[src/rtl/utd_pkg.sv]
package utd_pkg;

  localparam int REG_AW = 3;
  localparam int REG_DW = 8;

  typedef enum logic [REG_AW-1:0] {
    RA_CFG    = 3'd0,
    RA_CTRL   = 3'd1,
    RA_STAT   = 3'd2,
    RA_CNT    = 3'd3,
    RA_BASE_L = 3'd4,
    RA_BASE_H = 3'd5,
    RA_LEFT_L = 3'd6,
    RA_LEFT_H = 3'd7
  } reg_addr_e;

  // Packed MSB first: bus_pri is bits 4:3, irq_pri 2:1, irq_en 0
  typedef struct packed {
    logic [1:0] bus_pri;
    logic [1:0] irq_pri;
    logic       irq_en;
  } cfg_t;

  localparam int CFG_W = $bits(cfg_t);

endpackage

[src/rtl/utd_regs.sv]
module utd_regs
  import utd_pkg::*;
#(
  parameter int ADDR_W = 16,
  parameter int CNT_W  = 8
) (
  input  logic              clk,
  input  logic              rst_n,
  input  logic              reg_we,
  input  logic [REG_AW-1:0] reg_addr,
  input  logic [REG_DW-1:0] reg_wdata,
  output logic [REG_DW-1:0] reg_rdata,
  input  logic              cpu_dreg_wr,
  input  logic              done_evt,
  input  logic [CNT_W:0]    send_left,
  output cfg_t              cfg,
  output logic              enable,
  output logic [CNT_W-1:0]  count,
  output logic [ADDR_W-1:0] base,
  output logic              start,
  output logic              busy,
  output logic              done_flag,
  output logic              ovw_flag
);

  localparam int HI_W = ADDR_W - 8;

  cfg_t              cfg_q, cfg_d;
  logic              en_q, en_d;
  logic [CNT_W-1:0]  cnt_q, cnt_d;
  logic [ADDR_W-1:0] base_q, base_d;
  logic              busy_q, busy_d;
  logic              done_q, done_d;
  logic              ovw_q, ovw_d;

  logic wr_cfg, wr_ctrl, wr_stat, wr_cnt, wr_bl, wr_bh;
  logic abort, kill, clr_done, clr_ovw;

  assign wr_cfg  = reg_we && (reg_addr == RA_CFG);
  assign wr_ctrl = reg_we && (reg_addr == RA_CTRL);
  assign wr_stat = reg_we && (reg_addr == RA_STAT);
  assign wr_cnt  = reg_we && (reg_addr == RA_CNT);
  assign wr_bl   = reg_we && (reg_addr == RA_BASE_L);
  assign wr_bh   = reg_we && (reg_addr == RA_BASE_H);

  assign start    = wr_ctrl && reg_wdata[1] && reg_wdata[0] && !busy_q;
  assign abort    = busy_q && cpu_dreg_wr;
  assign kill     = busy_q && wr_ctrl && !reg_wdata[0];
  assign clr_done = wr_stat && !reg_wdata[0];
  assign clr_ovw  = wr_stat && !reg_wdata[1];

  // next state
  always_comb begin
    cfg_d  = cfg_q;
    en_d   = en_q;
    cnt_d  = cnt_q;
    base_d = base_q;
    if (wr_cfg)  cfg_d = cfg_t'(reg_wdata[CFG_W-1:0]);
    if (wr_ctrl) en_d  = reg_wdata[0];
    if (wr_cnt)  cnt_d = reg_wdata[CNT_W-1:0];
    if (wr_bl)   base_d[7:0] = reg_wdata;
    if (wr_bh)   base_d[ADDR_W-1:8] = reg_wdata[HI_W-1:0];

    busy_d = busy_q;
    if (start)                         busy_d = 1'b1;
    else if (abort || kill || done_evt) busy_d = 1'b0;

    done_d = (done_q && !clr_done) || done_evt;
    ovw_d  = (ovw_q && !clr_ovw) || abort;
  end

  // registers
  always_ff @(posedge clk or negedge rst_n) begin
    if (!rst_n) begin
      cfg_q  <= '0;
      en_q   <= 1'b0;
      cnt_q  <= '0;
      base_q <= '0;
      busy_q <= 1'b0;
      done_q <= 1'b0;
      ovw_q  <= 1'b0;
    end else begin
      cfg_q  <= cfg_d;
      en_q   <= en_d;
      cnt_q  <= cnt_d;
      base_q <= base_d;
      busy_q <= busy_d;
      done_q <= done_d;
      ovw_q  <= ovw_d;
    end
  end

  // read mux
  always_comb begin
    reg_rdata = '0;
    case (reg_addr)
      RA_CFG:    reg_rdata = REG_DW'(cfg_q);
      RA_CTRL:   reg_rdata = REG_DW'(en_q);
      RA_STAT:   reg_rdata = REG_DW'({busy_q, ovw_q, done_q});
      RA_CNT:    reg_rdata = REG_DW'(cnt_q);
      RA_BASE_L: reg_rdata = base_q[7:0];
      RA_BASE_H: reg_rdata = REG_DW'(base_q >> 8);
      RA_LEFT_L: reg_rdata = REG_DW'(send_left);
      RA_LEFT_H: reg_rdata = REG_DW'(send_left >> 8);
      default:   reg_rdata = '0;
    endcase
  end

  assign cfg       = cfg_q;
  assign enable    = en_q;
  assign count     = cnt_q;
  assign base      = base_q;
  assign busy      = busy_q;
  assign done_flag = done_q;
  assign ovw_flag  = ovw_q;


  ovw_abort_chk: assert property (@(posedge clk) disable iff (!rst_n)
    (busy_q && cpu_dreg_wr) |=> (!busy_q && ovw_q));


  done_sticky_chk: assert property (@(posedge clk) disable iff (!rst_n)
    (done_q && !(reg_we && reg_addr == RA_STAT)) |=> done_q);


  busy_after_start_chk: assert property (@(posedge clk) disable iff (!rst_n)
    start |=> busy_q);

endmodule

[src/rtl/utd_fetch.sv]
module utd_fetch #(
  parameter int ADDR_W = 16,
  parameter int CNT_W  = 8
) (
  input  logic              clk,
  input  logic              rst_n,
  input  logic              start,
  input  logic              run,
  input  logic              enable,
  input  logic              hold_free,
  input  logic              cpu_dreg_wr,
  input  logic [CNT_W-1:0]  count,
  input  logic [ADDR_W-1:0] base,
  input  logic [1:0]        bus_pri,
  input  logic              mem_gnt,
  output logic              mem_req,
  output logic [ADDR_W-1:0] mem_addr,
  output logic [1:0]        mem_pri,
  output logic              take,
  output logic [CNT_W:0]    fetch_left
);

  localparam int LW = CNT_W + 1;

  logic [ADDR_W-1:0] addr_q, addr_d;
  logic [LW-1:0]     left_q, left_d;

  assign mem_req = run && !cpu_dreg_wr && (left_q != '0) && hold_free;
  assign take    = mem_req && mem_gnt;

  always_comb begin
    addr_d = addr_q;
    left_d = left_q;
    if (start) begin
      addr_d = base;
      left_d = LW'(count) + LW'(1);
    end else if (take) begin
      addr_d = addr_q + ADDR_W'(1);
      left_d = left_q - LW'(1);
    end
  end

  always_ff @(posedge clk or negedge rst_n) begin
    if (!rst_n) begin
      addr_q <= '0;
      left_q <= '0;
    end else begin
      addr_q <= addr_d;
      left_q <= left_d;
    end
  end

  assign mem_addr   = addr_q;
  assign mem_pri    = bus_pri;
  assign fetch_left = left_q;


  req_needs_enable_chk: assert property (@(posedge clk) disable iff (!rst_n)
    mem_req |-> enable);


  addr_step_chk: assert property (@(posedge clk) disable iff (!rst_n)
    take |=> (addr_q == $past(addr_q) + ADDR_W'(1)));

endmodule

[src/rtl/utd_txbuf.sv]
module utd_txbuf #(
  parameter int DATA_W = 8,
  parameter int CNT_W  = 8
) (
  input  logic              clk,
  input  logic              rst_n,
  input  logic              start,
  input  logic              run,
  input  logic              cpu_dreg_wr,
  input  logic [CNT_W-1:0]  count,
  input  logic              take,
  input  logic [DATA_W-1:0] mem_rdata,
  input  logic              tx_ready,
  output logic              tx_valid,
  output logic [DATA_W-1:0] tx_data,
  output logic              hold_free,
  output logic              done_evt,
  output logic [CNT_W:0]    send_left
);

  localparam int LW = CNT_W + 1;

  logic              hold_v_q, hold_v_d;
  logic [DATA_W-1:0] hold_q, hold_d;
  logic [LW-1:0]     sleft_q, sleft_d;
  logic              fire;

  assign tx_valid  = run && hold_v_q && !cpu_dreg_wr;
  assign fire      = tx_valid && tx_ready;
  assign hold_free = !hold_v_q || fire;
  assign done_evt  = fire && (sleft_q == LW'(1));

  always_comb begin
    hold_v_d = hold_v_q;
    hold_d   = hold_q;
    sleft_d  = sleft_q;
    if (take) hold_d = mem_rdata;
    if (start || !run)  hold_v_d = 1'b0;
    else if (take)      hold_v_d = 1'b1;
    else if (fire)      hold_v_d = 1'b0;
    if (start)     sleft_d = LW'(count) + LW'(1);
    else if (fire) sleft_d = sleft_q - LW'(1);
  end

  always_ff @(posedge clk or negedge rst_n) begin
    if (!rst_n) begin
      hold_v_q <= 1'b0;
      hold_q   <= '0;
      sleft_q  <= '0;
    end else begin
      hold_v_q <= hold_v_d;
      hold_q   <= hold_d;
      sleft_q  <= sleft_d;
    end
  end

  assign tx_data   = hold_q;
  assign send_left = sleft_q;


  tx_data_stable_chk: assert property (@(posedge clk) disable iff (!rst_n)
    (tx_valid && !tx_ready) |=> $stable(tx_data));


  no_send_on_cpu_wr_chk: assert property (@(posedge clk) disable iff (!rst_n)
    cpu_dreg_wr |-> !tx_valid);

endmodule

[src/rtl/uart_tx_dma.sv]
module uart_tx_dma
  import utd_pkg::*;
#(
  parameter int ADDR_W = 16,
  parameter int CNT_W  = 8,
  parameter int DATA_W = 8
) (
  input  logic              clk,
  input  logic              rst_n,
  input  logic              reg_we,
  input  logic [2:0]        reg_addr,
  input  logic [7:0]        reg_wdata,
  output logic [7:0]        reg_rdata,
  output logic              mem_req,
  output logic [ADDR_W-1:0] mem_addr,
  output logic [1:0]        mem_pri,
  input  logic              mem_gnt,
  input  logic [DATA_W-1:0] mem_rdata,
  output logic [DATA_W-1:0] tx_data,
  output logic              tx_valid,
  input  logic              tx_ready,
  input  logic              cpu_dreg_wr,
  output logic              irq,
  output logic [1:0]        irq_pri
);

  cfg_t              cfg;
  logic              enable, start, busy, done_flag, ovw_flag;
  logic [CNT_W-1:0]  count;
  logic [ADDR_W-1:0] base;
  logic [CNT_W:0]    send_left, fetch_left;
  logic              hold_free, take, done_evt;

  utd_regs #(.ADDR_W(ADDR_W), .CNT_W(CNT_W)) u_regs (
    .clk(clk), .rst_n(rst_n),
    .reg_we(reg_we), .reg_addr(reg_addr), .reg_wdata(reg_wdata),
    .reg_rdata(reg_rdata),
    .cpu_dreg_wr(cpu_dreg_wr), .done_evt(done_evt), .send_left(send_left),
    .cfg(cfg), .enable(enable), .count(count), .base(base),
    .start(start), .busy(busy), .done_flag(done_flag), .ovw_flag(ovw_flag)
  );

  utd_fetch #(.ADDR_W(ADDR_W), .CNT_W(CNT_W)) u_fetch (
    .clk(clk), .rst_n(rst_n),
    .start(start), .run(busy), .enable(enable), .hold_free(hold_free),
    .cpu_dreg_wr(cpu_dreg_wr), .count(count), .base(base),
    .bus_pri(cfg.bus_pri), .mem_gnt(mem_gnt),
    .mem_req(mem_req), .mem_addr(mem_addr), .mem_pri(mem_pri),
    .take(take), .fetch_left(fetch_left)
  );

  utd_txbuf #(.DATA_W(DATA_W), .CNT_W(CNT_W)) u_txbuf (
    .clk(clk), .rst_n(rst_n),
    .start(start), .run(busy), .cpu_dreg_wr(cpu_dreg_wr), .count(count),
    .take(take), .mem_rdata(mem_rdata), .tx_ready(tx_ready),
    .tx_valid(tx_valid), .tx_data(tx_data), .hold_free(hold_free),
    .done_evt(done_evt), .send_left(send_left)
  );

  assign irq     = done_flag && cfg.irq_en;
  assign irq_pri = cfg.irq_pri;


  send_fetch_gap_chk: assert property (@(posedge clk) disable iff (!rst_n)
    (send_left >= fetch_left) && ((send_left - fetch_left) <= (CNT_W+1)'(1)));


  irq_follows_flag_chk: assert property (@(posedge clk) disable iff (!rst_n)
    irq |-> done_flag);


  ovw_no_done_chk: assert property (@(posedge clk) disable iff (!rst_n)
    $rose(ovw_flag) |-> !$rose(done_flag));

endmodule

[config.mk]
export PLATFORM = sky130hd
export DESIGN_NAME = uart_tx_dma
export DESIGN_NICKNAME = d
export VERILOG_FILES = /design/src/rtl/utd_pkg.sv /design/src/rtl/utd_regs.sv /design/src/rtl/utd_fetch.sv /design/src/rtl/utd_txbuf.sv /design/src/rtl/uart_tx_dma.sv
export SDC_FILE = /design/constraint.sdc
export NUM_CORES = 1
export LEC_CHECK = 0
export CAP_MARGIN = 30
export CORE_UTILIZATION = 45
export DETAILED_ROUTE_END_ITERATION = 10
export DONT_BUFFER_PORTS = 1
export PLACE_DENSITY = 0.71
export SETUP_SLACK_MARGIN = 0.2
export SLEW_MARGIN = 40
export SYNTH_ARGS = -nofsm -noshare
export SYNTH_HDL_FRONTEND = slang
export SYNTH_HIERARCHICAL = 1
export SYNTH_SLANG_ARGS = --single-unit
[constraint.sdc]
create_clock -name clk -period 5.9 [get_ports clk]
set_input_delay 1.18 -clock clk [delete_from_list [all_inputs] [get_ports clk]]
set_output_delay 1.18 -clock clk [all_outputs]
set_load 0.05 [all_outputs]
* Word-level counts from Yosys, hierarchy flattened *
Index checks and enable logic that the tools add are counted.

word-level totals
  register bits after elaboration = 76
  latch bits = 0
  memory bits (writable) = 0
  bits in read-only memories = 0
  input port bits = 25
  output and inout port bits = 39
  logic and storage cells = 83
  memories kept = 0

operators by class
  add/subtract/negate cells = 4
  multiply operators = 0
  div/mod/pow operators = 0
  $lt $le $gt $ge = 0
  equality and inequality tests = 8
  shift-type cells = 0
  mux-type cells = 12
  bitwise logic cells = 0
  reductions and logical operators = 44

operators by type and width
  cell                     number
  $pmux W8 S8              1
  $mux W9                  4
  $mux W16                 2
  $logic_and A1 B1 Y1      25
  $sub A9 B1 Y9 const B    2
  $add A16 B1 Y16 const B  1
  $eq A3 B3 Y1 const B     4
  $add A8 B1 Y9 const B    1
  $eq A9 B1 Y1 const B     1
  $reduce_bool A9 Y1       1
  $logic_not A1 Y1         7
  $eq A3 B2 Y1 const B     2
  $logic_or A1 B1 Y1       6
  $reduce_bool A2 Y1       3
  $mux W1                  5
  $eq A3 B1 Y1 const B     1
  $logic_not A3 Y1         1
  $reduce_bool A3 Y1       1

* Longest topological paths before layout *
  depth in word-level cells = 8
  depth in mapped cells = 10
  mapped depth without buffers = 7

* Modules after synthesis *
Netlist, hierarchy kept.

by module, submodules not included
  module       instances  cells an instance  area each (µm²)  seq. area each (µm²)
  utd_regs     1          141                1672.9           825.8
  utd_fetch    1          177                1656.6           625.6
  utd_txbuf    1          97                 999.7            450.4
  uart_tx_dma  1          1                  6.3              0.0

* Least setup slack after synthesis *
No wires, ideal clock.

  path kind = input to output
  start point = input reg_addr[0]
  end point = output reg_rdata[0]
  arrival time = 2.541 ns
  data required time = 4.720 ns
  slack = 2.179 ns
  stages on the path = 4
  buffers on the path = 2
  path through = buf_4 clkbuf_1 nand2_1 a32oi_1

on the way
  word-level cells in the longest chain between the ends = 2
  elaborated cells on any way between the ends = 9
  those cells by class = eq/ne: 7; mux: 1; reduce/logical: 1

ends and longest elaborated chain
  element                               line               RTL
  from (decl)                           uart_tx_dma.sv:11  input logic [2:0] reg_addr,
  $eq A3 B3 Y1 (tied with other cells)  utd_regs.sv:96     case (reg_addr)
  $pmux W8 S8 (*)                       utd_regs.sv:96
  to (decl)                             uart_tx_dma.sv:13  output logic [7:0] reg_rdata,

Mark *: on every way between the ends. The rest lies on a longest branch, timed or not.

* Worst setup path in the final report *
  start point = input cpu_dreg_wr
  end point = output mem_req

on the way
  word-level cells in the longest chain between the ends = 5
  elaborated cells on any way between the ends = 7
  those cells by class = reduce/logical: 7

ends and longest elaborated chain
  element              line               RTL
  from (decl)          uart_tx_dma.sv:22  input logic cpu_dreg_wr,
  $logic_not A1 Y1     utd_txbuf.sv:28    assign tx_valid = run && hold_v_q && !cpu_dreg_wr;
  $logic_and A1 B1 Y1  utd_txbuf.sv:28
  $logic_and A1 B1 Y1  utd_txbuf.sv:29    assign fire = tx_valid && tx_ready;
  $logic_or A1 B1 Y1   utd_txbuf.sv:30    assign hold_free = !hold_v_q || fire;
  named net hold_free  uart_tx_dma.sv:32  logic hold_free, take, done_evt;
  $logic_and A1 B1 Y1  utd_fetch.sv:28    assign mem_req = run && !cpu_dreg_wr && (left_q != '0) && hold_free;
  to (decl)            uart_tx_dma.sv:14  output logic mem_req,

The timed path passes the listed nets, and every way through them passes these cells.

==> impl_metrics.sql <==
INSERT INTO impl_metrics (metric_group, metric, value, unit) VALUES
('outcome', 'run_status', 'complete, no violations', ''),
('yosys', 'yosys-top-cells-area', 'sky130_fd_sc_hd__dfrtp_1 (44%), sky130_fd_sc_hd__mux2_2 (9.4%), sky130_fd_sc_hd__mux2i_1 (4.4%), sky130_fd_sc_hd__xnor2_1 (3.2%), sky130_fd_sc_hd__nand2_1 (2.5%)', ''),
('critical_path', 'max_stage_delay', '370', 'ps'),
('global_routing', 'number_of_antenna_violations_at_the_first_check_in_global_routing', '0', ''),
('routing', 'drt_iter0_markers', '149', ''),
('place', 'detailedPlacementHpwl', '7.728', 'mm'),
('global_routing', 'grt_max_degree', '77', ''),
('routing', 'routedWlPerCell', '19.86', 'um'),
('global_routing', 'grt_overflow', '0', ''),
('clock_network', 'post_cts.repair.setup_buffers', '0', ''),
('global_routing', 'track_usage', '22.72', '%'),
('critical_path', 'worstReg2RegStart', 'u_fetch/fetch_left[0]', ''),
('yosys', 'synth_nets', '447', ''),
('clock_network', 'postCtsHoldBufs', '0', ''),
('sta', 'hold_violations', '0', ''),
('yosys', 'synth_largest_area_cell', 'sky130_fd_sc_hd__dfrtp_1', ''),
('finish', 'fin_nets', '438', ''),
('clock_network', 'numClockSinks', '76', ''),
('sta', 'grt_setup_unrepaired', 'false', ''),
('yosys', 'syn_inst', '416', ''),
('routing', 'detail_route.wirelength.met1', '4.780', 'mm'),
('critical_path', 'timing.critical_path.arrival', '2440', 'ps'),
('routing', 'met2RoutedLength', '5.016', 'mm'),
('yosys', 'synth-seq-area-share', '43.87', '%'),
('clock_network', 'cts.path.max_buffers', '2', ''),
('routing', 'detailroute.via_count', '3305', ''),
('critical_path', 'setup.worst_path.start', 'cpu_dreg_wr', ''),
('sta', 'timing.final.crit_share', '61.33', '%'),
('global_routing', 'first_pass_grt_wire_length', '17.35', 'mm'),
('routing', 'vias_per_cell', '6.109', ''),
('routing', 'drt_pre_antenna_iters', '4', ''),
('power', 'cellLeakagePower', '1.866', 'nW'),
('clock_network', 'tritoncts', 'built', ''),
('finish', 'post_route_cells_drive_above_1_share', '17.48', '%'),
('finish', 'synthToLayoutAreaGrowth', '6.522', '%'),
('sta', 'finalSetupViolCount', '0', ''),
('floorplan', 'fp.dieH', '100.2', 'um'),
('critical_path', 'startpoint_type', 'input port', ''),
('sta', 'report.final.slew_viol_count', '0', ''),
('job', 'max_cap_violations', '0', ''),
('routing', 'detail-route-antenna-nets', '0', ''),
('floorplan', 'initial_utilization', '46.70', '%'),
('power', 'clockPowerShare', '22.4', '%'),
('critical_path', 'gate_family_responsible_for_the_most_delay_along_the_worst_path', 'simple AND/OR/NAND/NOR gates', ''),
('yosys', 'synth_cell_type_count', '59', ''),
('power', 'power.combinational.fraction', '20.4', '%'),
('power', 'vdd.ir_drop.worst', '0.2361', 'mV'),
('critical_path', 'critical_path.n_buffers_inverters', '1', ''),
('power', 'power.share.switching', '42.20', '%'),
('floorplan', 'io_pins', '64', ''),
('yosys', 'synth_edf_count', '0', ''),
('power', 'cell_internal_pwr', '0.0009647', 'W'),
('clock_network', 'ctsRootBufferMaster', 'sky130_fd_sc_hd__clkbuf_8', ''),
('yosys', 'avgSynthCellArea', '10.42', 'sq um'),
('floorplan', 'core_footprint', '9284', 'sq um'),
('sta', 'timing.clock.skew', '7.310', 'ps'),
('sta', 'final.setup.tns', '0', 'ps'),
('place', 'io_buffer_count', '0', ''),
('sta', 'worst_rel_slew_slack', '40.85', '%'),
('yosys', 'post_synthesis_cell_area', '4335', 'sq um'),
('clock_network', 'clock_transition_at_path_regs', '90', 'ps'),
('power', 'p_total', '0.001669', 'W'),
('finish', 'final.fill_count', '851', ''),
('routing', 'wl_met3', '599', 'um'),
('floorplan', 'row_count', '35', ''),
('routing', 'drcViolationCount', '0', ''),
('power', 'netSwitchingPower', '0.0007044', 'W'),
('floorplan', 'design.die.area', '10030', 'sq um'),
('place', 'routabilityCongestion', '0.8739', ''),
('power', 'power_density', '361.4', 'nW/um^2'),
('critical_path', 'cp_max_fo', '9', '');
==> power by group through the flow <==
stage          clock network (W)  logic, W  registers, W
6_report                0.000373  0.000341      0.000955
5_1_grt                 0.000408  0.000375      0.000977
4_1_cts                 0.000385  0.000340      0.000954
3_5_place_dp                   0  0.000338      0.000965
3_3_place_gp                   0  0.000318      0.000959
2_1_floorplan                  0  0.000313      0.000889
==> Yosys cell counts (3+ instances only) <==
cell / instances
sky130_fd_sc_hd__o31ai_1: 7
sky130_fd_sc_hd__nor3_1: 8
sky130_fd_sc_hd__nor4_1: 4
sky130_fd_sc_hd__xnor2_1: 16
sky130_fd_sc_hd__and3_1: 4
sky130_fd_sc_hd__a21oi_1: 13
sky130_fd_sc_hd__mux2i_1: 19
sky130_fd_sc_hd__o22ai_1: 4
sky130_fd_sc_hd__and4b_1: 3
sky130_fd_sc_hd__buf_4: 4
sky130_fd_sc_hd__a22oi_1: 4
sky130_fd_sc_hd__buf_6: 3
sky130_fd_sc_hd__nand2b_1: 5
sky130_fd_sc_hd__a31oi_1: 9
sky130_fd_sc_hd__ha_1: 6
sky130_fd_sc_hd__or4_1: 8
sky130_fd_sc_hd__nand3_1: 14
sky130_fd_sc_hd__a311oi_1: 4
sky130_fd_sc_hd__mux2_2: 36
sky130_fd_sc_hd__dfrtp_1: 76
sky130_fd_sc_hd__a211oi_1: 5
sky130_fd_sc_hd__nor2_1: 28
sky130_fd_sc_hd__o211ai_1: 3
sky130_fd_sc_hd__or3_1: 3
sky130_fd_sc_hd__buf_2: 4
sky130_fd_sc_hd__clkbuf_1: 11
sky130_fd_sc_hd__nand4_1: 6
sky130_fd_sc_hd__inv_1: 8
sky130_fd_sc_hd__o2111ai_1: 3
sky130_fd_sc_hd__xor2_1: 11
sky130_fd_sc_hd__nand2_1: 29
sky130_fd_sc_hd__and4_1: 4
sky130_fd_sc_hd__o21ai_0: 15
sky130_fd_sc_hd__mux2_1: 6
==> sequential cells by signal (all words and copies together), names as in the netlist <==
name                flops
u_fetch/mem_addr       16
u_regs/base            16
u_fetch/fetch_left      9
u_txbuf/send_left       9
u_regs/count            8
u_txbuf/tx_data         8
u_regs/cfg              5
u_regs/busy             1
u_regs/done_flag        1
u_regs/enable           1
u_regs/ovw_flag         1
u_txbuf/hold_v_q        1
==> stage by stage <==
stage	setup slack (ps)	std cells	util [%]	hold WS (ps)	cell area (sq um)
2_1_floorplan	2179	416	-	462.1	4335
3_3_place_gp	2295	525	47.30	487.7	4392
3_5_place_dp	2287	525	47.75	495.6	4433
4_1_cts	2288	541	49.74	499.7	4618
5_1_grt	2160	541	49.74	487.7	4618
6_report	2282	541	49.74	514.6	4618
==> final cells by class <==
| class | count | area (sq um) | area share (%) |
|---|---|---|---|
| sequential | 76 | 1902 | 41.18 |
| timing repair buffer | 2 | 15.01 | 0.3251 |
| clock inverter | 6 | 47.55 | 1.030 |
| clock buffer | 10 | 137.6 | 2.980 |
| multi-input combinational | 309 | 2321 | 50.26 |
| inverter | 9 | 33.78 | 0.7315 |
| tap | 129 | 161.4 | 3.495 |
==> per-layer routing <==
| metal | vias to the layer above | track usage [%] |
|---|---|---|
| li1 | 1532 | - |
| met1 | 1637 | 30.19 |
| met2 | 112 | 35.72 |
| met3 | 24 | 5.014 |
| met4 | 0 | 10.03 |
| met5 | - | 0 |
==> cells by family (layout without fill, tap and decap cells) <==
group | Yosys count | in the layout | share of synthesized area, %
xor gates and xnor gates | 27 | 27 | 5.454
adders and majority gates | 6 | 6 | 1.732
DFF | 76 | 76 | 43.87
muxes | 61 | 61 | 15.30
AOI/OAI and AO/OA | 78 | 78 | 12.06
and+or+nand+nor | 137 | 137 | 17.92
buffers and inverters | 31 | 27 | 3.665
==> path summary, 6_finish.rpt <==
kind                                          to  slack [ps]  cells past startpoint
hold / removal                     u_regs/cfg[0]         510                      0
setup reg to reg              u_txbuf/tx_data[6]        3240                      6
min in group clk                   u_regs/cfg[0]         520                      1
setup / recovery                         mem_req        2280                      5
max in group asynchronous  u_fetch/fetch_left[8]        5270                      0
hold reg to reg                    u_regs/cfg[0]         520                      1
Power figures use the tool's default switching activity.
